[src/rtl/burst_rd_pkg.sv]
package burst_rd_pkg;

  // configuration word geometry
  localparam int CFG_W     = 20;
  localparam int MODE_BIT  = 19;
  localparam int LEAD_BIT  = 18;
  localparam int LEN_HI    = 17;
  localparam int LEN_LO    = 15;
  localparam int WAIT_HI   = 14;
  localparam int WAIT_LO   = 11;
  localparam int LEN_W     = LEN_HI - LEN_LO + 1;
  localparam int WAIT_W    = WAIT_HI - WAIT_LO + 1;

  // latency / word counters
  localparam int CNT_W      = 4;
  localparam int WAIT_CLAMP = 11;

  // burst codes
  localparam logic [LEN_W-1:0] BL_CONT   = 3'b000;
  localparam logic [LEN_W-1:0] BL_WRAP8  = 3'b001;
  localparam logic [LEN_W-1:0] BL_WRAP16 = 3'b010;

  localparam int GRP8_BITS  = 3;
  localparam int GRP16_BITS = 4;

  typedef struct packed {
    logic              rd_sync;
    logic              rdy_lead;
    logic [LEN_W-1:0]  blen;
    logic [WAIT_W-1:0] wcode;
  } cfg_t;

  localparam cfg_t CFG_RST = '{rd_sync: 1'b0, rdy_lead: 1'b0,
                               blen: BL_CONT, wcode: 4'b1001};

  typedef enum logic [1:0] {
    ST_IDLE  = 2'd0,
    ST_ADDR  = 2'd1,
    ST_WAIT  = 2'd2,
    ST_BURST = 2'd3
  } seq_st_e;

  // countdown preload: first word leaves the block on edge (code+3)
  function automatic logic [CNT_W-1:0] lat_preload(input logic [WAIT_W-1:0] code);
    logic [CNT_W-1:0] c;
    c = (code > WAIT_W'(WAIT_CLAMP)) ? CNT_W'(WAIT_CLAMP) : CNT_W'(code);
    return c + CNT_W'(1);
  endfunction

endpackage

[src/rtl/burst_cfg_reg.sv]
module burst_cfg_reg
  import burst_rd_pkg::*;
(
  input  logic             clk_i,
  input  logic             rst_ni,
  input  logic             we_i,
  input  logic [CFG_W-1:0] word_i,
  output cfg_t             cfg_o
);

  cfg_t cfg_d, cfg_q;
  logic cfg_unused;

  assign cfg_unused = ^word_i[WAIT_LO-1:0];

  always_comb begin
    cfg_d = cfg_q;
    if (we_i) begin
      cfg_d.rd_sync  = word_i[MODE_BIT];
      cfg_d.rdy_lead = word_i[LEAD_BIT];
      cfg_d.blen     = word_i[LEN_HI:LEN_LO];
      cfg_d.wcode    = word_i[WAIT_HI:WAIT_LO];
    end
  end

  always_ff @(posedge clk_i or negedge rst_ni) begin
    if (!rst_ni) cfg_q <= CFG_RST;
    else         cfg_q <= cfg_d;
  end

  assign cfg_o = cfg_q;

endmodule

[src/rtl/burst_timing.sv]
module burst_timing
  import burst_rd_pkg::*;
(
  input  logic              clk_i,
  input  logic              rst_ni,
  input  logic              ce_i,
  input  logic              stb_ni,
  input  logic              rd_sync_i,
  input  logic              rdy_lead_i,
  input  logic [LEN_W-1:0]  blen_i,
  input  logic [WAIT_W-1:0] wcode_i,
  output logic              cap_en_o,
  output logic              adv_en_o,
  output logic              dvalid_o,
  output logic              rdy_o
);

  seq_st_e          st_d, st_q;
  logic [CNT_W-1:0] lat_d, lat_q;
  logic [CNT_W-1:0] wcnt_d, wcnt_q;
  logic             wrap8, wrap16, wrapped, last_word, active;

  assign wrap8     = (blen_i == BL_WRAP8);
  assign wrap16    = (blen_i == BL_WRAP16);
  assign wrapped   = wrap8 | wrap16;
  assign last_word = (wrap8  && wcnt_q == CNT_W'(7)) ||
                     (wrap16 && wcnt_q == CNT_W'(15));
  assign active    = ce_i & rd_sync_i;

  // next state
  always_comb begin
    st_d   = st_q;
    lat_d  = lat_q;
    wcnt_d = wcnt_q;
    if (!active) begin
      st_d = ST_IDLE;
    end else if (!stb_ni) begin
      st_d = ST_ADDR;
    end else begin
      unique case (st_q)
        ST_ADDR: begin
          st_d  = ST_WAIT;
          lat_d = lat_preload(wcode_i);
        end
        ST_WAIT: begin
          if (lat_q == '0) begin
            st_d   = ST_BURST;
            wcnt_d = '0;
          end else begin
            lat_d = lat_q - CNT_W'(1);
          end
        end
        ST_BURST: begin
          if (last_word)    st_d   = ST_IDLE;
          else if (wrapped) wcnt_d = wcnt_q + CNT_W'(1);
        end
        default: st_d = ST_IDLE;
      endcase
    end
  end

  // registers
  always_ff @(posedge clk_i or negedge rst_ni) begin
    if (!rst_ni) begin
      st_q   <= ST_IDLE;
      lat_q  <= '0;
      wcnt_q <= '0;
    end else begin
      st_q   <= st_d;
      lat_q  <= lat_d;
      wcnt_q <= wcnt_d;
    end
  end

  assign cap_en_o = active & ~stb_ni;
  assign adv_en_o = active & stb_ni & (st_q == ST_BURST) & ~last_word;
  assign dvalid_o = (st_q == ST_BURST);

  always_comb begin
    if (rdy_lead_i)
      rdy_o = ((st_q == ST_WAIT) && lat_q == '0) || ((st_q == ST_BURST) && !last_word);
    else
      rdy_o = (st_q == ST_BURST);
  end

endmodule

[src/rtl/burst_addr_gen.sv]
module burst_addr_gen
  import burst_rd_pkg::*;
#(
  parameter int AW = 20
) (
  input  logic             clk_i,
  input  logic             rst_ni,
  input  logic             cap_en_i,
  input  logic             adv_en_i,
  input  logic [AW-1:0]    start_i,
  input  logic [LEN_W-1:0] blen_i,
  output logic [AW-1:0]    addr_o
);

  logic [AW-1:0] addr_d, addr_q, inc, mask;
  logic          cont, wrap16;

  assign wrap16 = (blen_i == BL_WRAP16);
  assign cont   = ~((blen_i == BL_WRAP8) | wrap16);

  // per-bit select: bits inside the wrap group take the incremented value
  for (genvar gi = 0; gi < AW; gi++) begin : g_mask
    if (gi < GRP8_BITS) begin : g_low
      assign mask[gi] = 1'b1;
    end else if (gi < GRP16_BITS) begin : g_mid
      assign mask[gi] = cont | wrap16;
    end else begin : g_high
      assign mask[gi] = cont;
    end
  end

  assign inc = addr_q + AW'(1);

  always_comb begin
    addr_d = addr_q;
    if (cap_en_i)      addr_d = start_i;
    else if (adv_en_i) addr_d = (addr_q & ~mask) | (inc & mask);
  end

  always_ff @(posedge clk_i or negedge rst_ni) begin
    if (!rst_ni) addr_q <= '0;
    else         addr_q <= addr_d;
  end

  assign addr_o = addr_q;

endmodule

[src/rtl/burst_rd_seq.sv]
module burst_rd_seq
  import burst_rd_pkg::*;
#(
  parameter int             AW   = 20,
  parameter int             DW   = 16,
  parameter logic [DW-1:0]  SALT = 16'h5A3C
) (
  input  logic             clk_i,
  input  logic             rst_ni,
  input  logic             ce_i,
  input  logic             stb_ni,
  input  logic [AW-1:0]    addr_i,
  input  logic             cfg_we_i,
  input  logic [CFG_W-1:0] cfg_word_i,
  output logic             rdy_o,
  output logic             dvalid_o,
  output logic [AW-1:0]    addr_o,
  output logic [DW-1:0]    data_o
);

  logic [1:0]        rsync_q;
  logic              rst_n_int;
  cfg_t              cfg;
  logic              cfg_sync, cfg_lead;
  logic [LEN_W-1:0]  cfg_blen;
  logic [WAIT_W-1:0] cfg_wcode;
  logic              cap_en, adv_en;
  logic [AW-1:0]     cur_addr;

  // reset: asserted at once, released on the second edge
  always_ff @(posedge clk_i or negedge rst_ni) begin
    if (!rst_ni) rsync_q <= 2'b00;
    else         rsync_q <= {rsync_q[0], 1'b1};
  end
  assign rst_n_int = rsync_q[1];

  burst_cfg_reg u_cfg (
    .clk_i  (clk_i),
    .rst_ni (rst_n_int),
    .we_i   (cfg_we_i),
    .word_i (cfg_word_i),
    .cfg_o  (cfg)
  );

  assign cfg_sync  = cfg.rd_sync;
  assign cfg_lead  = cfg.rdy_lead;
  assign cfg_blen  = cfg.blen;
  assign cfg_wcode = cfg.wcode;

  burst_timing u_tim (
    .clk_i      (clk_i),
    .rst_ni     (rst_n_int),
    .ce_i       (ce_i),
    .stb_ni     (stb_ni),
    .rd_sync_i  (cfg_sync),
    .rdy_lead_i (cfg_lead),
    .blen_i     (cfg_blen),
    .wcode_i    (cfg_wcode),
    .cap_en_o   (cap_en),
    .adv_en_o   (adv_en),
    .dvalid_o   (dvalid_o),
    .rdy_o      (rdy_o)
  );

  burst_addr_gen #(.AW(AW)) u_agen (
    .clk_i    (clk_i),
    .rst_ni   (rst_n_int),
    .cap_en_i (cap_en),
    .adv_en_i (adv_en),
    .start_i  (addr_i),
    .blen_i   (cfg_blen),
    .addr_o   (cur_addr)
  );

  // array model: folded address with a fixed salt
  assign addr_o = cur_addr;
  assign data_o = DW'(cur_addr) ^ DW'(cur_addr >> DW) ^ SALT;

endmodule

[config.mk]
export PLATFORM = sky130hd
export DESIGN_NAME = burst_rd_seq
export DESIGN_NICKNAME = d
export VERILOG_FILES = /design/src/rtl/burst_rd_pkg.sv /design/src/rtl/burst_cfg_reg.sv /design/src/rtl/burst_timing.sv /design/src/rtl/burst_addr_gen.sv /design/src/rtl/burst_rd_seq.sv
export SDC_FILE = /design/constraint.sdc
export NUM_CORES = 1
export LEC_CHECK = 0
export ABC_AREA = 0
export BUFFER_PORTS_ARGS = -buffer_cell sky130_fd_sc_hd__buf_2
export CAP_MARGIN = 40
export CORE_AREA = 2 2 141 74
export DETAILED_ROUTE_END_ITERATION = 10
export DIE_AREA = 0 0 143 76
export GPL_ROUTABILITY_DRIVEN = 0
export GPL_TIMING_DRIVEN = 0
export PLACE_DENSITY = 0.59
export SLEW_MARGIN = 40
export SYNTH_ARGS = -nofsm -noshare
export SYNTH_HDL_FRONTEND = slang
export SYNTH_SLANG_ARGS = --single-unit
[constraint.sdc]
create_clock -name clk_i -period 1.6 [get_ports clk_i]
set_clock_uncertainty 0.1 [all_clocks]
set_input_delay 0.08 -clock clk_i [delete_from_list [all_inputs] [get_ports clk_i]]
set_output_delay 0.08 -clock clk_i [all_outputs]
set_load 0.02 [all_outputs]
Word-level counts from Yosys, hierarchy flattened
Index checks and enable logic that the tools add are counted.
{"block": "classes", "mux": 15, "order_cmp": 1, "reduce_logical": 14, "bitwise": 16, "add_sub_neg": 4, "n_eq_ne": 13}
{"cell": "bitwise AND 20 bit", "n": 2}
{"cell": "2-to-1 mux 20 bit", "n": 2}
{"cell": "adder 20 x 1 -> 20 bit (second input constant)", "n": 1}
{"cell": "2-to-1 mux 4 bit", "n": 5}
{"cell": "inverter 20 bit", "n": 1}
{"cell": "bitwise OR 20 bit", "n": 1}
{"cell": "one-hot mux 4 bit (2 select lines)", "n": 2}
{"cell": "bitwise XOR 16 x 4 -> 16 bit", "n": 1}
{"cell": "adder 4 x 1 -> 4 bit (second input constant)", "n": 2}
{"cell": "2-to-1 mux 2 bit", "n": 4}
{"cell": "inverter 8 bit", "n": 1}
{"cell": "one-hot mux 2 bit (3 select lines)", "n": 1}
{"cell": "AND reduction 6 bit", "n": 1}
{"cell": "nonzero test 2 bit", "n": 3}
{"cell": "bitwise AND 1 bit", "n": 5}
{"cell": "== test 2 bit (second input constant)", "n": 2}
{"cell": "== test 4 x 3 -> 1 bit (second input constant)", "n": 1}
{"cell": "== test 4 bit (second input constant)", "n": 1}
{"cell": "greater-than comparator 4 bit (second input constant)", "n": 1}
{"cell": "logical AND 1 bit", "n": 4}
{"cell": "logical NOT 4 bit", "n": 1}
{"cell": "inequality test 2 x 1 -> 1 bit (second input constant)", "n": 2}
{"cell": "inequality test 2 bit (second input constant)", "n": 2}
{"cell": "inequality test 4 x 3 -> 1 bit (second input constant)", "n": 1}
{"cell": "12 further kinds", "n": 16}
{"block": "totals", "elab_cells": 72, "out_inout_bits": 38, "ff_bits": 41, "inputBits": 45}

Depth between registers and ports, before layout
Gate-level depths: netlist of the first run.
{"block": "logic_depth", "word_depth": 9, "depth_mapped": 8}

Hierarchy
A second synthesis of the first run with hierarchy kept.
{"block": "unflattened", "hier_cells": 258, "hier_area_um2": 2512.4}
{"module": "burst_addr_gen", "cells_each": 125, "area_each_um2": 1147.4, "instances": 1}
{"module": "burst_timing", "cells_each": 95, "area_each_um2": 834.6, "instances": 1}
{"module": "burst_cfg_reg", "cells_each": 19, "area_each_um2": 374.1, "instances": 1}
{"module": "burst_rd_seq", "cells_each": 19, "area_each_um2": 156.4, "instances": 1}

Worst setup path after synthesis of the first run
OpenSTA, ideal clock, no wires.
{"block": "synth_path", "kind": "register to register", "startpoint": "register u_tim.st_q[0]", "endpoint": "register with a tool-made name", "path_slack_ns": -0.518, "required_ns": 1.366, "path_buffers": 1, "arrival_ns": 1.883, "setup_time_ns": 0.134, "path_stages_with_launch": 8, "path_cell_list": "dfrtp_1 ha_1 and4_1 buf_4 o21ai_2 or4_4 nand3_2 o211ai_2"}
{"item": "start: declaration", "line": "burst_timing.sv:18", "source": "seq_st_e st_d, st_q;"}
{"item": "start signal: assignment", "line": "burst_timing.sv:69", "source": "st_q <= st_d;"}

Final worst setup path of the first run
{"block": "layout_path", "startpoint": "register u_cfg.cfg_q, in the netlist u_cfg.cfg_o[5]", "endpoint": "output port rdy_o"}
{"block": "layout_via", "elab_chain_cells": 7}
{"item": "start: declaration", "line": "burst_cfg_reg.sv:11", "source": "cfg_t cfg_d, cfg_q;"}
{"item": "start signal: assignment", "line": "burst_cfg_reg.sv:28", "source": "else cfg_q <= cfg_d;"}
{"item": "== test 3 x 1 -> 1 bit or == test 3 x 2 -> 1 bit (tied branches)", "line": "burst_timing.sv:23, burst_timing.sv:24"}
{"item": "logical AND 1 bit, on equally long branches", "line": "burst_timing.sv:26, burst_timing.sv:27"}
{"item": "logical OR 1 bit *", "line": "burst_timing.sv:26", "source": "assign last_word = (wrap8 && wcnt_q == CNT_W'(7)) ||"}
{"item": "logical NOT 1 bit *", "line": "burst_timing.sv:81", "source": "rdy_o = ((st_q == ST_WAIT) && lat_q == '0) || ((st_q == ST_BURST) && !last_word);"}
{"item": "logical AND 1 bit *", "line": "burst_timing.sv:81"}
{"item": "logical OR 1 bit *", "line": "burst_timing.sv:81"}
{"item": "2-to-1 mux 1 bit *", "line": "burst_timing.sv:80", "source": "if (rdy_lead_i)"}
{"item": "end: declaration", "line": "burst_rd_seq.sv:15", "source": "output logic rdy_o,"}
Mark *: on every way between the ends. The rest lies on a longest branch, timed or not.

==> report_table.html, run 1 <==
<table>
<tr><th>Metric</th><th>Value</th></tr>
<tr><th colspan="2">Run status</th></tr>
<tr><td>Run status</td><td>finished with violations</td></tr>
<tr><td>Violations in the final reports</td><td>negative setup slack</td></tr>
<tr><th colspan="2">Layout</th></tr>
<tr><td>Non-filler cells, final</td><td>530</td></tr>
<tr><td>Area taken by multi-input logic gates</td><td>~1600 um2</td></tr>
<tr><td>Most common cell after layout, fill and taps aside</td><td>sky130_fd_sc_hd__buf_2</td></tr>
<tr><td>Summed area of non-filler cells in the final layout</td><td>between 4000 and 5000 um2</td></tr>
<tr><td>Total number of nets in the final design</td><td>440</td></tr>
<tr><td>Fraction of layout instances using a drive strength above 1</td><td>roughly half</td></tr>
<tr><td>Commonest cells after routing, fill and taps aside</td><td>sky130_fd_sc_hd__buf_2, sky130_fd_sc_hd__dlygate4sd3_1, sky130_fd_sc_hd__nand2_1</td></tr>
<tr><td>Antenna fix cells</td><td>0</td></tr>
<tr><td>FF/Latch Area</td><td>1050 um2</td></tr>
<tr><td>Layout area overhead</td><td>69.1%</td></tr>
<tr><td>Filler instances</td><td>950</td></tr>
<tr><td>Post-Route Utilization</td><td>42.2%</td></tr>
<tr><th colspan="2">Place</th></tr>
<tr><td>Number of cells in the design after placement</td><td>461</td></tr>
<tr><td>Worst-case setup slack after placement</td><td>-0.545 ns</td></tr>
<tr><td>Post-DP HPWL</td><td>between 5 and 6 mm</td></tr>
<tr><td>Buffers added on ports</td><td>70</td></tr>
<tr><td>Post-placement cell area</td><td>just over 3000 um2</td></tr>
<tr><th colspan="2">Timing</th></tr>
<tr><td>Fin crit share</td><td>125%</td></tr>
<tr><td>Period minus WS final</td><td>approximately 2 ns</td></tr>
<tr><td>Hold slack</td><td>0.0949 ns</td></tr>
<tr><td>Slew Viols, Final</td><td>0</td></tr>
<tr><td>Measured slew at the worst slew-check pin</td><td>0.560 ns</td></tr>
<tr><td>Setup repair after global routing missed its margin</td><td>yes</td></tr>
<tr><td>Achievable frequency</td><td>between 400 and 500 MHz</td></tr>
<tr><td>Least setup slack across all paths after layout</td><td>-0.402 ns</td></tr>
<tr><td>Headroom to the max-slew limit</td><td>62.7%</td></tr>
<tr><td>Final number of hold-violating endpoints</td><td>0</td></tr>
<tr><td>Final setup violation count</td><td>29</td></tr>
<tr><th colspan="2">Floorplan</th></tr>
<tr><td>Number of rows created at floorplan</td><td>26</td></tr>
<tr><td>Num ports</td><td>83</td></tr>
<tr><td>Height of the die</td><td>roughly 76 um</td></tr>
<tr><td>Die X</td><td>roughly 140 um</td></tr>
<tr><td>Area of the die</td><td>10900 um2</td></tr>
<tr><td>Area of the core region</td><td>just under 10000 um2</td></tr>
<tr><td>Starting utilization of the core area</td><td>approximately a quarter</td></tr>
<tr><th colspan="2">Drt</th></tr>
<tr><td>Detailed router's first-iteration violation count</td><td>about 120</td></tr>
<tr><td>TritonRoute pass-1 iters</td><td>4</td></tr>
<tr><td>Post-detailed-route count of antenna-violating nets</td><td>0</td></tr>
<tr><td>Total Wirelength</td><td>between 7 and 8 mm</td></tr>
<tr><td>Via density per instance</td><td>about 4.5</td></tr>
<tr><td>DR WL/cell</td><td>between 10 and 15 um</td></tr>
<tr><td>Total DRC errors in the routed layout</td><td>0</td></tr>
<tr><td>Routed met2 length</td><td>between 3 and 4 mm</td></tr>
<tr><td>Met1 wire length</td><td>3.93 mm</td></tr>
<tr><td>Count of vias placed by the detailed router</td><td>about 2.4k</td></tr>
<tr><td>Top routing layer used</td><td>met4</td></tr>
<tr><td>Wire length on met3</td><td>between 400 and 500 um</td></tr>
<tr><th colspan="2">Synth</th></tr>
<tr><td>Biggest area consumer among synthesized cells</td><td>sky130_fd_sc_hd__dfrtp_1</td></tr>
<tr><td>Async set-or-reset flop fraction in the synthesized netlist</td><td>100%</td></tr>
<tr><td>Portion of the post-synthesis area used by sequential elements</td><td>a little over two fifths</td></tr>
<tr><td>Mean post-synth cell area</td><td>9.74 um2</td></tr>
<tr><td>Top cell type's share of synthesized area</td><td>approximately two fifths</td></tr>
<tr><td>Distinct cell type count after synthesis</td><td>53</td></tr>
<tr><td>Number of enable flip-flop cells after synthesis</td><td>0</td></tr>
<tr><td>YS warnings</td><td>0</td></tr>
<tr><td>Flip-flop and latch count after synthesis</td><td>41</td></tr>
<tr><td>Combined area of all synthesized cells</td><td>roughly 2400 um2</td></tr>
<tr><td>Net count after synthesis</td><td>~300</td></tr>
<tr><td>Prevailing post-synth register cell</td><td>sky130_fd_sc_hd__dfrtp_1</td></tr>
<tr><td>Biggest area contributors in the synthesized netlist</td><td>sky130_fd_sc_hd__dfrtp_1, sky130_fd_sc_hd__xnor2_1, sky130_fd_sc_hd__nand2_1</td></tr>
<tr><td>Synthesized instance count</td><td>around 250</td></tr>
<tr><th colspan="2">Power and ir drop</th></tr>
<tr><td>Internal</td><td>roughly 2500 uW</td></tr>
<tr><td>Share of total power in sequential cells</td><td>around 39%</td></tr>
<tr><td>Leakage power</td><td>approximately 0.0018 uW</td></tr>
<tr><td>Sw Ratio</td><td>37.0%</td></tr>
<tr><td>Clk pwr share</td><td>about 28%</td></tr>
<tr><td>Power per standard cell area</td><td>~960 nW/um2</td></tr>
<tr><td>Worst IR Drop VDD</td><td>around 440 uV</td></tr>
<tr><td>Fraction of power consumed by combinational cells</td><td>33.5%</td></tr>
<tr><td>Switching power total</td><td>1460 uW</td></tr>
<tr><th colspan="2">Critical path</th></tr>
<tr><td>Top cell family by delay on the critical path</td><td>compound AO/OA/AOI/OAI gates</td></tr>
<tr><td>Worst-case reg-to-reg path depth</td><td>7</td></tr>
<tr><td>Required time at the worst-slack endpoint</td><td>1.42 ns</td></tr>
<tr><td>CP startpoint</td><td>u_cfg.cfg_o[5]</td></tr>
<tr><td>Slowest Stage Delay on Critical Path</td><td>around 0.4 ns</td></tr>
<tr><td>FF-to-FF setup slack</td><td>-0.37 ns</td></tr>
<tr><td>Largest fanout on the critical path</td><td>2</td></tr>
<tr><td>Stages on worst setup path</td><td>6</td></tr>
<tr><td>Category of the most critical setup path</td><td>reg2out</td></tr>
<tr><td>Reg-to-Reg Start</td><td>u_tim.st_q[0]</td></tr>
<tr><td>Worst path bufs/invs</td><td>2</td></tr>
<tr><td>End point of the critical path</td><td>rdy_o</td></tr>
<tr><td>Critical Path Start Type</td><td>flip-flop</td></tr>
<tr><td>Crit path DAT</td><td>1.82 ns</td></tr>
<tr><td>Endpoint kind of the worst setup timing path</td><td>primary output</td></tr>
<tr><td>Reg-to-Reg End</td><td>u_tim.wcnt_q[1]</td></tr>
<tr><td>Cell type of the slowest stage on the worst timing path</td><td>sky130_fd_sc_hd__dfrtp_2</td></tr>
<tr><td>Cell-by-cell trace of the critical path</td><td>or3b_1, a211o_1, buf_6, o21ai_2, o21ai_1, buf_4</td></tr>
<tr><th colspan="2">Clock network</th></tr>
<tr><td>Clock network latency to the later pin of the worst-skew pair</td><td>0.29 ns</td></tr>
<tr><td>Maximum buffer depth of the clock tree</td><td>2</td></tr>
<tr><td>Total CTS buffers</td><td>5</td></tr>
<tr><td>Clock tree root buffer cell</td><td>sky130_fd_sc_hd__clkbuf_16</td></tr>
<tr><td>CTS tree</td><td>done</td></tr>
<tr><td>Clock H-tree levels</td><td>2</td></tr>
<tr><td>Num Clock Sinks</td><td>41</td></tr>
<tr><td>Clock transition time at the flip-flop clock pins of the worst setup and hold paths</td><td>around 0.070 ns</td></tr>
<tr><th colspan="2">Flow run</th></tr>
<tr><td>Maximum Capacitance Violations</td><td>0</td></tr>
<tr><th colspan="2">GRT</th></tr>
<tr><td>Global-route total usage across every layer</td><td>between 15 and 20%</td></tr>
<tr><td>Antenna violations before repair</td><td>0</td></tr>
<tr><td>Vias in the first global route</td><td>2528</td></tr>
<tr><td>Wire length of the first global-routing pass</td><td>about 13 mm</td></tr>
<tr><td>Maximum number of pins on one net before global-route repair</td><td>40</td></tr>
<tr><td>Total overflow reported by the global router</td><td>0</td></tr>
<tr><th colspan="2">Worst hold path</th></tr>
<tr><td>Path class of the lowest-slack min-delay path</td><td>in2reg</td></tr>
</table>
stage by stage:
step,total power [uW],setup TNS (ns)
final,3950,-7.17
after detailed placement,2610,-8.70
after floorplan,2200,-4.47
after CTS,3910,-7.07
after global placement,2590,-19.89
after global routing,4180,-9.30
area by class of cell:
type / count / share of cell area, %
Clock buffer: 7 / 3.69
Buffer: 14 / 2.54
Inverter: 14 / 1.27
Sequential cell: 41 / 25.3
Clock inverter: 1 / 0.121
Timing Repair Buffer: 132 / 23.6
Tap cell: 140 / 4.24
Multi-Input combinational cell: 181 / 39.2
synth_stat cells (3+ instances only):
master                     number
sky130_fd_sc_hd__nand2_1       31
sky130_fd_sc_hd__a21oi_1        6
sky130_fd_sc_hd__dfrtp_1       39
sky130_fd_sc_hd__and3_1         5
sky130_fd_sc_hd__o21ai_1       15
sky130_fd_sc_hd__nor4_2         3
sky130_fd_sc_hd__nor3_2         3
sky130_fd_sc_hd__ha_1           6
sky130_fd_sc_hd__mux2i_1        3
sky130_fd_sc_hd__o21ai_0        8
sky130_fd_sc_hd__mux2_2         8
sky130_fd_sc_hd__a21o_1         3
sky130_fd_sc_hd__inv_1         14
sky130_fd_sc_hd__xor2_1         8
sky130_fd_sc_hd__clkbuf_1       4
sky130_fd_sc_hd__nor2_1        14
sky130_fd_sc_hd__nor4_1         4
sky130_fd_sc_hd__nand3_1       12
sky130_fd_sc_hd__buf_4          7
sky130_fd_sc_hd__xnor2_1       16
power by group through the flow:
| stage | Sequential, uW | Combinational, uW | Clock, uW |
|---|---|---|---|
| 2_1_floorplan | 1570 | 629 | 0 |
| 3_3_place_gp | 1510 | 1070 | 0 |
| 3_5_place_dp | 1530 | 1090 | 0 |
| 4_1_cts | 1500 | 1280 | 1130 |
| 5_1_grt | 1560 | 1430 | 1190 |
| 6_report | 1520 | 1320 | 1100 |
metal layers:
layer,global-route usage [%],vias up
met1,22.2,1160
met2,22.6,66
met4,4.65,0
met5,0,-
li1,-,1150
met3,3.83,9
how the worst min path moves through the flow:
stage | startpoint | end | cells past startpoint
CTS | ce_i | u_tim.st_q[1] | 3
global route | ce_i | u_tim.st_q[1] | 3
global placement | rst_ni | rsync_q[0] | 1
floorplan | rst_ni | rsync_q[0] | 0
finish | ce_i | u_tim.st_q[1] | 3
detailed placement | rst_ni | rsync_q[0] | 1
logic make-up (layout without fill, tap and decap cells):
family / Yosys count / in the layout / share of synthesized area [%]
DFF: 41 / 41 / 42.1
adders and majority gates: 6 / 6 / 3.07
buffers and inverters: 29 / 168 / 6.19
muxes: 11 / 11 / 4.92
and+or+nand+nor: 93 / 93 / 21.2
xor gates and xnor gates: 25 / 25 / 9.27
AOI/OAI and AO/OA: 45 / 45 / 13.1
other: 1 / 1 / 0.153
tightest hold or removal path, delay by kind of cell:
kind,cells,cell delay (ns)
and+or+nand+nor,2,0.24
buffers and inverters,1,0.12
timing repair:
item | in CTS | in global routing
pin swaps | 30 | 16
setup buffers | 26 | 3
hold buffers | 33 | 0
setup endpoints to repair | 31 | 31
resized for setup | 44 | 26
hold endpoints to repair | 32 | 0
cloned | 1 | 0
No activity file was read; power rests on OpenSTA's default activity.
==> run 2: changes to the inputs <==
Settings changed: CORE_AREA 2 2 141 74 to 5 5 144 77, DIE_AREA 0 0 143 76 to 0 0 149 82.
==> report_table.html, run 2 (synthesis results as in run 1) <==
<table>
<tr><th>Metric</th><th>Value</th></tr>
<tr><th colspan="2">Timing</th></tr>
<tr><td>Least setup slack across all paths after layout</td><td>-0.388 ns (+0.0144 ns)</td></tr>
<tr><td>Headroom to the max-slew limit</td><td>59.5% (-3.2 points)</td></tr>
<tr><td>Final number of hold-violating endpoints</td><td>0 (unchanged)</td></tr>
<tr><td>Hold slack</td><td>0.111 ns (+0.0156 ns)</td></tr>
<tr><td>Achievable frequency</td><td>503 MHz (+0.73%)</td></tr>
<tr><td>Slew Viols, Final</td><td>0 (unchanged)</td></tr>
<tr><td>Setup repair after global routing missed its margin</td><td>yes</td></tr>
<tr><td>Period minus WS final</td><td>1.99 ns (-0.0144 ns)</td></tr>
<tr><td>Measured slew at the worst slew-check pin</td><td>0.608 ns (+0.0478 ns)</td></tr>
<tr><td>Final setup violation count</td><td>29 (unchanged)</td></tr>
<tr><td>Fin crit share</td><td>124% (-0.90 points)</td></tr>
<tr><th colspan="2">Floorplan</th></tr>
<tr><td>Number of rows created at floorplan</td><td>26 (unchanged)</td></tr>
<tr><td>Num ports</td><td>83 (unchanged)</td></tr>
<tr><td>Die X</td><td>149 um (+4.2%)</td></tr>
<tr><td>Starting utilization of the core area</td><td>24.9% (-0.083 points)</td></tr>
<tr><td>Area of the core region</td><td>9820 um2 (+0.33%)</td></tr>
<tr><td>Area of the die</td><td>12200 um2 (+12%)</td></tr>
<tr><td>Height of the die</td><td>82 um (+7.9%)</td></tr>
<tr><th colspan="2">Drt</th></tr>
<tr><td>DR WL/cell</td><td>15.1 um (+1.0%)</td></tr>
<tr><td>Total DRC errors in the routed layout</td><td>0 (unchanged)</td></tr>
<tr><td>Count of vias placed by the detailed router</td><td>2365 (-0.84%)</td></tr>
<tr><td>Top routing layer used</td><td>met4</td></tr>
<tr><td>Detailed router's first-iteration violation count</td><td>146 (+18%)</td></tr>
<tr><td>Wire length on met3</td><td>450 um (+3.7%)</td></tr>
<tr><td>Routed met2 length</td><td>3.54 mm (+1.7%)</td></tr>
<tr><td>Post-detailed-route count of antenna-violating nets</td><td>0 (unchanged)</td></tr>
<tr><td>Total Wirelength</td><td>8.04 mm (+1.4%)</td></tr>
<tr><td>Met1 wire length</td><td>3.96 mm (+0.74%)</td></tr>
<tr><td>Via density per instance</td><td>4.45 (-1.2%)</td></tr>
<tr><td>TritonRoute pass-1 iters</td><td>4 (unchanged)</td></tr>
<tr><th colspan="2">Critical path</th></tr>
<tr><td>Reg-to-Reg Start</td><td>u_tim.st_q[0]</td></tr>
<tr><td>CP startpoint</td><td>u_tim.st_q[0]</td></tr>
<tr><td>Top cell family by delay on the critical path</td><td>compound AO/OA/AOI/OAI gates</td></tr>
<tr><td>Crit path DAT</td><td>2.07 ns (+0.25 ns)</td></tr>
<tr><td>Largest fanout on the critical path</td><td>6 (+4)</td></tr>
<tr><td>Slowest Stage Delay on Critical Path</td><td>0.43 ns (+0.02 ns)</td></tr>
<tr><td>Required time at the worst-slack endpoint</td><td>1.68 ns (+0.26 ns)</td></tr>
<tr><td>Cell type of the slowest stage on the worst timing path</td><td>sky130_fd_sc_hd__a2111oi_4</td></tr>
<tr><td>Endpoint kind of the worst setup timing path</td><td>flip-flop</td></tr>
<tr><td>Worst path bufs/invs</td><td>1 (-1)</td></tr>
<tr><td>Category of the most critical setup path</td><td>reg2reg</td></tr>
<tr><td>Cell-by-cell trace of the critical path</td><td>inv_2, ha_4, nand4bb_4, a2111oi_4, nand2_1, and3b_1, a41o_1</td></tr>
<tr><td>Critical Path Start Type</td><td>flip-flop</td></tr>
<tr><th colspan="2">GRT</th></tr>
<tr><td>Maximum number of pins on one net before global-route repair</td><td>40 (unchanged)</td></tr>
<tr><td>Antenna violations before repair</td><td>0 (unchanged)</td></tr>
<tr><td>Vias in the first global route</td><td>2390 (-5.5%)</td></tr>
<tr><td>Total overflow reported by the global router</td><td>0 (unchanged)</td></tr>
<tr><td>Wire length of the first global-routing pass</td><td>12.6 mm (-3.4%)</td></tr>
<tr><td>Global-route total usage across every layer</td><td>13.2% (-2.2 points)</td></tr>
<tr><th colspan="2">Worst hold path</th></tr>
<tr><td>Path class of the lowest-slack min-delay path</td><td>in2reg</td></tr>
<tr><td>HP Start</td><td>ce_i</td></tr>
<tr><th colspan="2">Run status</th></tr>
<tr><td>Violations in the final reports</td><td>negative setup slack</td></tr>
<tr><td>Run status</td><td>finished with violations</td></tr>
<tr><th colspan="2">Layout</th></tr>
<tr><td>Most common cell after layout, fill and taps aside</td><td>sky130_fd_sc_hd__buf_2</td></tr>
<tr><td>Antenna fix cells</td><td>0 (unchanged)</td></tr>
<tr><td>Total number of nets in the final design</td><td>442 (+0.45%)</td></tr>
<tr><td>Commonest cells after routing, fill and taps aside</td><td>sky130_fd_sc_hd__buf_2, sky130_fd_sc_hd__dlygate4sd3_1, sky130_fd_sc_hd__nand2_1, sky130_fd_sc_hd__dfrtp_1, sky130_fd_sc_hd__buf_4</td></tr>
<tr><td>Summed area of non-filler cells in the final layout</td><td>4080 um2 (-1.2%)</td></tr>
<tr><td>Fraction of layout instances using a drive strength above 1</td><td>49.5% (-0.25 points)</td></tr>
<tr><td>Post-Route Utilization</td><td>41.6% (-0.64 points)</td></tr>
<tr><td>Layout area overhead</td><td>67.1%</td></tr>
<tr><th colspan="2">Place</th></tr>
<tr><td>Post-DP HPWL</td><td>5.34 mm (+3.9%)</td></tr>
<tr><td>Buffers added on ports</td><td>70 (unchanged)</td></tr>
<tr><td>Post-placement cell area</td><td>3080 um2 (unchanged)</td></tr>
<tr><td>Worst-case setup slack after placement</td><td>-0.574 ns (-0.0296 ns)</td></tr>
<tr><th colspan="2">Clock network</th></tr>
<tr><td>Clock transition time at the flip-flop clock pins of the worst setup and hold paths</td><td>0.06 ns (about the same)</td></tr>
<tr><td>Clock tree root buffer cell</td><td>sky130_fd_sc_hd__clkbuf_16</td></tr>
<tr><td>Maximum buffer depth of the clock tree</td><td>2 (unchanged)</td></tr>
<tr><td>Clock network latency to the later pin of the worst-skew pair</td><td>0.29 ns (about the same)</td></tr>
<tr><td>CTS tree</td><td>done</td></tr>
<tr><td>Num Clock Sinks</td><td>41 (unchanged)</td></tr>
<tr><td>Total CTS buffers</td><td>5 (unchanged)</td></tr>
<tr><td>Clock H-tree levels</td><td>2 (unchanged)</td></tr>
<tr><th colspan="2">Power and ir drop</th></tr>
<tr><td>Worst IR Drop VDD</td><td>452 uV (+3.2%)</td></tr>
<tr><td>Power per standard cell area</td><td>965 nW/um2 (+1.0%)</td></tr>
<tr><td>Leakage power</td><td>0.00183 uW (-1.0%)</td></tr>
<tr><th colspan="2">Flow run</th></tr>
<tr><td>Maximum Capacitance Violations</td><td>0 (unchanged)</td></tr>
</table>
run 2: metal layers:
| metal | track usage [%] | vias to the layer above |
|---|---|---|
| li1 | - | 1166 |
| met1 | 18.4 | 1134 |
| met2 | 20.2 | 57 |
| met3 | 3.42 | 8 |
| met4 | 4.02 | 0 |
| met5 | 0 | - |
run 2: worst register-to-register path: stages (launching register included):
cell and delay, ns:
sky130_fd_sc_hd__dfrtp_1 0.42, sky130_fd_sc_hd__inv_2 0.09, sky130_fd_sc_hd__ha_4 0.18, sky130_fd_sc_hd__nand4bb_4 0.17
sky130_fd_sc_hd__a2111oi_4 0.43, sky130_fd_sc_hd__nand2_1 0.12, sky130_fd_sc_hd__and3b_1 0.19, sky130_fd_sc_hd__a41o_1 0.20
run 2: report_power, final:
part | switching [uW] | internal (uW)
Sequential | 298 | 1220
Clock | 416 | 661
Combinational | 729 | 614
Total | 1440 | 2500
run 2: worst paths after layout:
path,endpoint,slack [ns],cells past startpoint
max in group asynchronous,rsync_q[1],0.72,3
setup reg to reg,u_tim.wcnt_q[1],-0.39,7
min in group asynchronous,u_cfg.cfg_o[1],0.22,0
setup / recovery,u_tim.wcnt_q[1],-0.39,7
hold reg to reg,u_cfg.cfg_o[1],0.22,0
hold / removal,u_tim.st_q[1],0.11,3
run 2: area by class of cell:
cell class / instances / area [um2]
plain buffers: 13 / 93.8
clock buffers: 7 / 153
clock inverters: 1 / 5.00
fillers: 988 / 5740
inverters: 14 / 52.6
multi-input cells: 181 / 1580
flip-flops and latches: 41 / 1040
well taps: 140 / 175
repair buffers: 135 / 978
run 2: timing repair:
action / 4_1_cts / 5_1_grt
hold endpoints to repair: 32 / 0
hold buffers: 33 / 0
gates resized for setup: 44 / 26
cloned: 1 / 0
setup buffers: 22 / 9
pin swaps: 28 / 19
setup endpoints to repair: 31 / 31
run 2: per-stage QoR:
stage | TNS, ns | instances | total power (uW)
final | -6.53 | 532 | 3940
after global routing | -9.05 | 532 | 4150
after CTS | -6.95 | 525 | 3910
after detailed placement | -8.92 | 461 | 2620
after global placement | -19.05 | 461 | 2590
after floorplan | -4.47 | 251 | 2200
==> run 3: changes to the inputs <==
Settings changed: CELL_PAD_IN_SITES_DETAIL_PLACEMENT set to 0, CELL_PAD_IN_SITES_GLOBAL_PLACEMENT set to 2, PLACE_DENSITY 0.59 to 0.81.
==> report_table.html, run 3 (synthesis results as in run 1) <==
<table>
<tr><th>Metric</th><th>Value</th></tr>
<tr><th colspan="2">Clock network</th></tr>
<tr><td>CTS tree</td><td>done</td></tr>
<tr><td>Clock network latency to the later pin of the worst-skew pair</td><td>0.28 ns (about the same)</td></tr>
<tr><td>Clock tree root buffer cell</td><td>sky130_fd_sc_hd__clkbuf_16</td></tr>
<tr><td>Num Clock Sinks</td><td>41 (unchanged)</td></tr>
<tr><td>Clock transition time at the flip-flop clock pins of the worst setup and hold paths</td><td>0.06 ns (about the same)</td></tr>
<tr><td>Total CTS buffers</td><td>5 (unchanged)</td></tr>
<tr><td>Maximum buffer depth of the clock tree</td><td>2 (unchanged)</td></tr>
<tr><td>Clock H-tree levels</td><td>2 (unchanged)</td></tr>
<tr><th colspan="2">Place</th></tr>
<tr><td>Buffers added on ports</td><td>70 (unchanged)</td></tr>
<tr><td>Post-DP HPWL</td><td>5.72 mm (+7.0%)</td></tr>
<tr><td>Post-placement cell area</td><td>3080 um2 (unchanged)</td></tr>
<tr><th colspan="2">Power and ir drop</th></tr>
<tr><td>Power per standard cell area</td><td>1020 nW/um2 (+6.2%)</td></tr>
<tr><td>Total power draw</td><td>3900 uW (-1.1%)</td></tr>
<tr><td>Worst IR Drop VDD</td><td>418 uV (-7.6%)</td></tr>
<tr><td>Leakage power</td><td>0.00164 uW (-10%)</td></tr>
<tr><th colspan="2">Layout</th></tr>
<tr><td>Total number of nets in the final design</td><td>425 (-3.8%)</td></tr>
<tr><td>Commonest cells after routing, fill and taps aside</td><td>sky130_fd_sc_hd__buf_2, sky130_fd_sc_hd__dlygate4sd3_1, sky130_fd_sc_hd__nand2_1, sky130_fd_sc_hd__dfrtp_1, sky130_fd_sc_hd__buf_4</td></tr>
<tr><td>Antenna fix cells</td><td>0 (unchanged)</td></tr>
<tr><td>Summed area of non-filler cells in the final layout</td><td>3800 um2 (-6.8%)</td></tr>
<tr><td>Fraction of layout instances using a drive strength above 1</td><td>42.9% (-6.6 points)</td></tr>
<tr><td>Post-Route Utilization</td><td>38.7% (-2.8 points)</td></tr>
<tr><td>Layout area overhead</td><td>55.7%</td></tr>
<tr><td>Most common cell after layout, fill and taps aside</td><td>sky130_fd_sc_hd__buf_2</td></tr>
<tr><th colspan="2">Timing</th></tr>
<tr><td>TNS Setup</td><td>-7.57 ns (-1.04 ns)</td></tr>
<tr><td>Slew Viols, Final</td><td>0 (unchanged)</td></tr>
<tr><td>Hold slack</td><td>0.00762 ns (-0.103 ns)</td></tr>
<tr><td>Fin crit share</td><td>126% (+1.9 points)</td></tr>
<tr><td>Measured slew at the worst slew-check pin</td><td>0.535 ns (-0.0728 ns)</td></tr>
<tr><td>Setup repair after global routing missed its margin</td><td>yes</td></tr>
<tr><td>Least setup slack across all paths after layout</td><td>-0.418 ns (-0.0302 ns)</td></tr>
<tr><td>Final number of hold-violating endpoints</td><td>0 (unchanged)</td></tr>
<tr><td>Period minus WS final</td><td>2.02 ns (+0.0302 ns)</td></tr>
<tr><td>Achievable frequency</td><td>496 MHz (-1.5%)</td></tr>
<tr><td>Headroom to the max-slew limit</td><td>64.3% (+4.9 points)</td></tr>
<tr><td>Final setup violation count</td><td>29 (unchanged)</td></tr>
<tr><th colspan="2">Floorplan</th></tr>
<tr><td>Starting utilization of the core area</td><td>24.9% (unchanged)</td></tr>
<tr><td>Num ports</td><td>83 (unchanged)</td></tr>
<tr><td>Number of rows created at floorplan</td><td>26 (unchanged)</td></tr>
<tr><td>Area of the die</td><td>12200 um2 (unchanged)</td></tr>
<tr><td>Height of the die</td><td>82 um (unchanged)</td></tr>
<tr><td>Die X</td><td>149 um (unchanged)</td></tr>
<tr><td>Area of the core region</td><td>9820 um2 (unchanged)</td></tr>
<tr><th colspan="2">Critical path</th></tr>
<tr><td>Crit path DAT</td><td>2.08 ns (about the same)</td></tr>
<tr><td>Required time at the worst-slack endpoint</td><td>1.66 ns (-0.02 ns)</td></tr>
<tr><td>Worst-case reg-to-reg path depth</td><td>6 (-1)</td></tr>
<tr><td>Critical Path Start Type</td><td>flip-flop</td></tr>
<tr><td>Endpoint kind of the worst setup timing path</td><td>flip-flop</td></tr>
<tr><td>FF-to-FF setup slack</td><td>-0.42 ns (-0.03 ns)</td></tr>
<tr><td>CP startpoint</td><td>u_cfg.cfg_o[5]</td></tr>
<tr><td>Reg-to-Reg Start</td><td>u_cfg.cfg_o[5]</td></tr>
<tr><td>Category of the most critical setup path</td><td>reg2reg</td></tr>
<tr><td>Largest fanout on the critical path</td><td>4 (-2)</td></tr>
<tr><th colspan="2">Drt</th></tr>
<tr><td>Count of vias placed by the detailed router</td><td>2223 (-6.0%)</td></tr>
<tr><td>Post-detailed-route count of antenna-violating nets</td><td>0 (unchanged)</td></tr>
<tr><td>Detailed router's first-iteration violation count</td><td>104 (-29%)</td></tr>
<tr><td>Total DRC errors in the routed layout</td><td>0 (unchanged)</td></tr>
<tr><td>TritonRoute pass-1 iters</td><td>4 (unchanged)</td></tr>
<tr><td>DR WL/cell</td><td>14.8 um (-2.0%)</td></tr>
<tr><td>Via density per instance</td><td>4.32 (-2.9%)</td></tr>
<tr><td>Total Wirelength</td><td>7.63 mm (-5.1%)</td></tr>
<tr><th colspan="2">Flow run</th></tr>
<tr><td>Maximum Capacitance Violations</td><td>0 (unchanged)</td></tr>
<tr><th colspan="2">GRT</th></tr>
<tr><td>Antenna violations before repair</td><td>0 (unchanged)</td></tr>
<tr><td>Maximum number of pins on one net before global-route repair</td><td>40 (unchanged)</td></tr>
<tr><td>Vias in the first global route</td><td>2191 (-8.3%)</td></tr>
<tr><td>Wire length of the first global-routing pass</td><td>11.9 mm (-5.3%)</td></tr>
<tr><td>Total overflow reported by the global router</td><td>0 (unchanged)</td></tr>
<tr><td>Global-route total usage across every layer</td><td>12.6% (-0.65 points)</td></tr>
<tr><th colspan="2">Run status</th></tr>
<tr><td>Violations in the final reports</td><td>negative setup slack</td></tr>
<tr><td>Run status</td><td>finished with violations</td></tr>
<tr><th colspan="2">Worst hold path</th></tr>
<tr><td>Hold Path Cell Cnt</td><td>3 (unchanged)</td></tr>
<tr><td>HP Start</td><td>ce_i</td></tr>
<tr><td>Path class of the lowest-slack min-delay path</td><td>in2reg</td></tr>
</table>
## run 3: changes by cell type in the layout (fill, tap and decap cells not counted), sizes merged
cell         delta
buf            -17
bufbuf          +1
bufinv          +1
clkinv          -1
dlygate4sd3     -1
## run 3: final cells by class
class                   instances  area (um2)
plain buffers                  15         116
clock buffers                   7         143
clock inverters                 1        30.0
fillers                      1004        6020
inverters                      14        52.6
multi-input cells             181        1410
flip-flops and latches         41        1040
well taps                     140         175
repair buffers                116         832
## run 3: where the power goes
part           leakage [uW]  internal [uW]  switching (uW)  total (uW)
Clock             0.0000841            780             420        1200
Combinational       0.00106            529             661        1190
Sequential         0.000493           1220             288        1510
## run 3: worst min-delay path by stage
stage,endpoint
floorplan,rsync_q[0]
global placement,rsync_q[0]
detailed placement,rsync_q[0]
CTS,u_tim.st_q[0]
global route,u_tim.st_q[0]
finish,u_tim.st_q[0]
## run 3: repair_timing
action | 4_1_cts | 5_1_grt
hold buffers | 32 | 0
endpoints found under the hold margin | 32 | 0
buffers inserted | 12 | 0
pin swaps | 9 | 1
endpoints found under the setup margin | 31 | 31
gates resized for setup | 19 | 9
cloned | 1 | 1
## run 3: worst max-delay path: stages, from the launching register on
cell and delay (ns):
sky130_fd_sc_hd__dfrtp_2 0.41, sky130_fd_sc_hd__buf_4 0.16, sky130_fd_sc_hd__xnor2_2 0.37, sky130_fd_sc_hd__o21ai_2 0.13
sky130_fd_sc_hd__or4_4 0.55, sky130_fd_sc_hd__nand3_2 0.09, sky130_fd_sc_hd__o211ai_2 0.08
## run 3: per-stage QoR
| stage | setup WS [ns] | std cells |
|---|---|---|
| 2_1_floorplan | -0.373 | 251 |
| 3_3_place_gp | -0.525 | 461 |
| 3_5_place_dp | -0.521 | 461 |
| 4_1_cts | -0.410 | 514 |
| 5_1_grt | -0.494 | 515 |
| 6_report | -0.418 | 515 |
## run 3: metal layers
metal	up-vias	GRT usage, %	share of wire, %
met5	-	0	0
met4	0	2.28	0.46
met3	2	3.31	5.1
met2	55	17.6	40
met1	1044	19.2	54
li1	1122	-	-
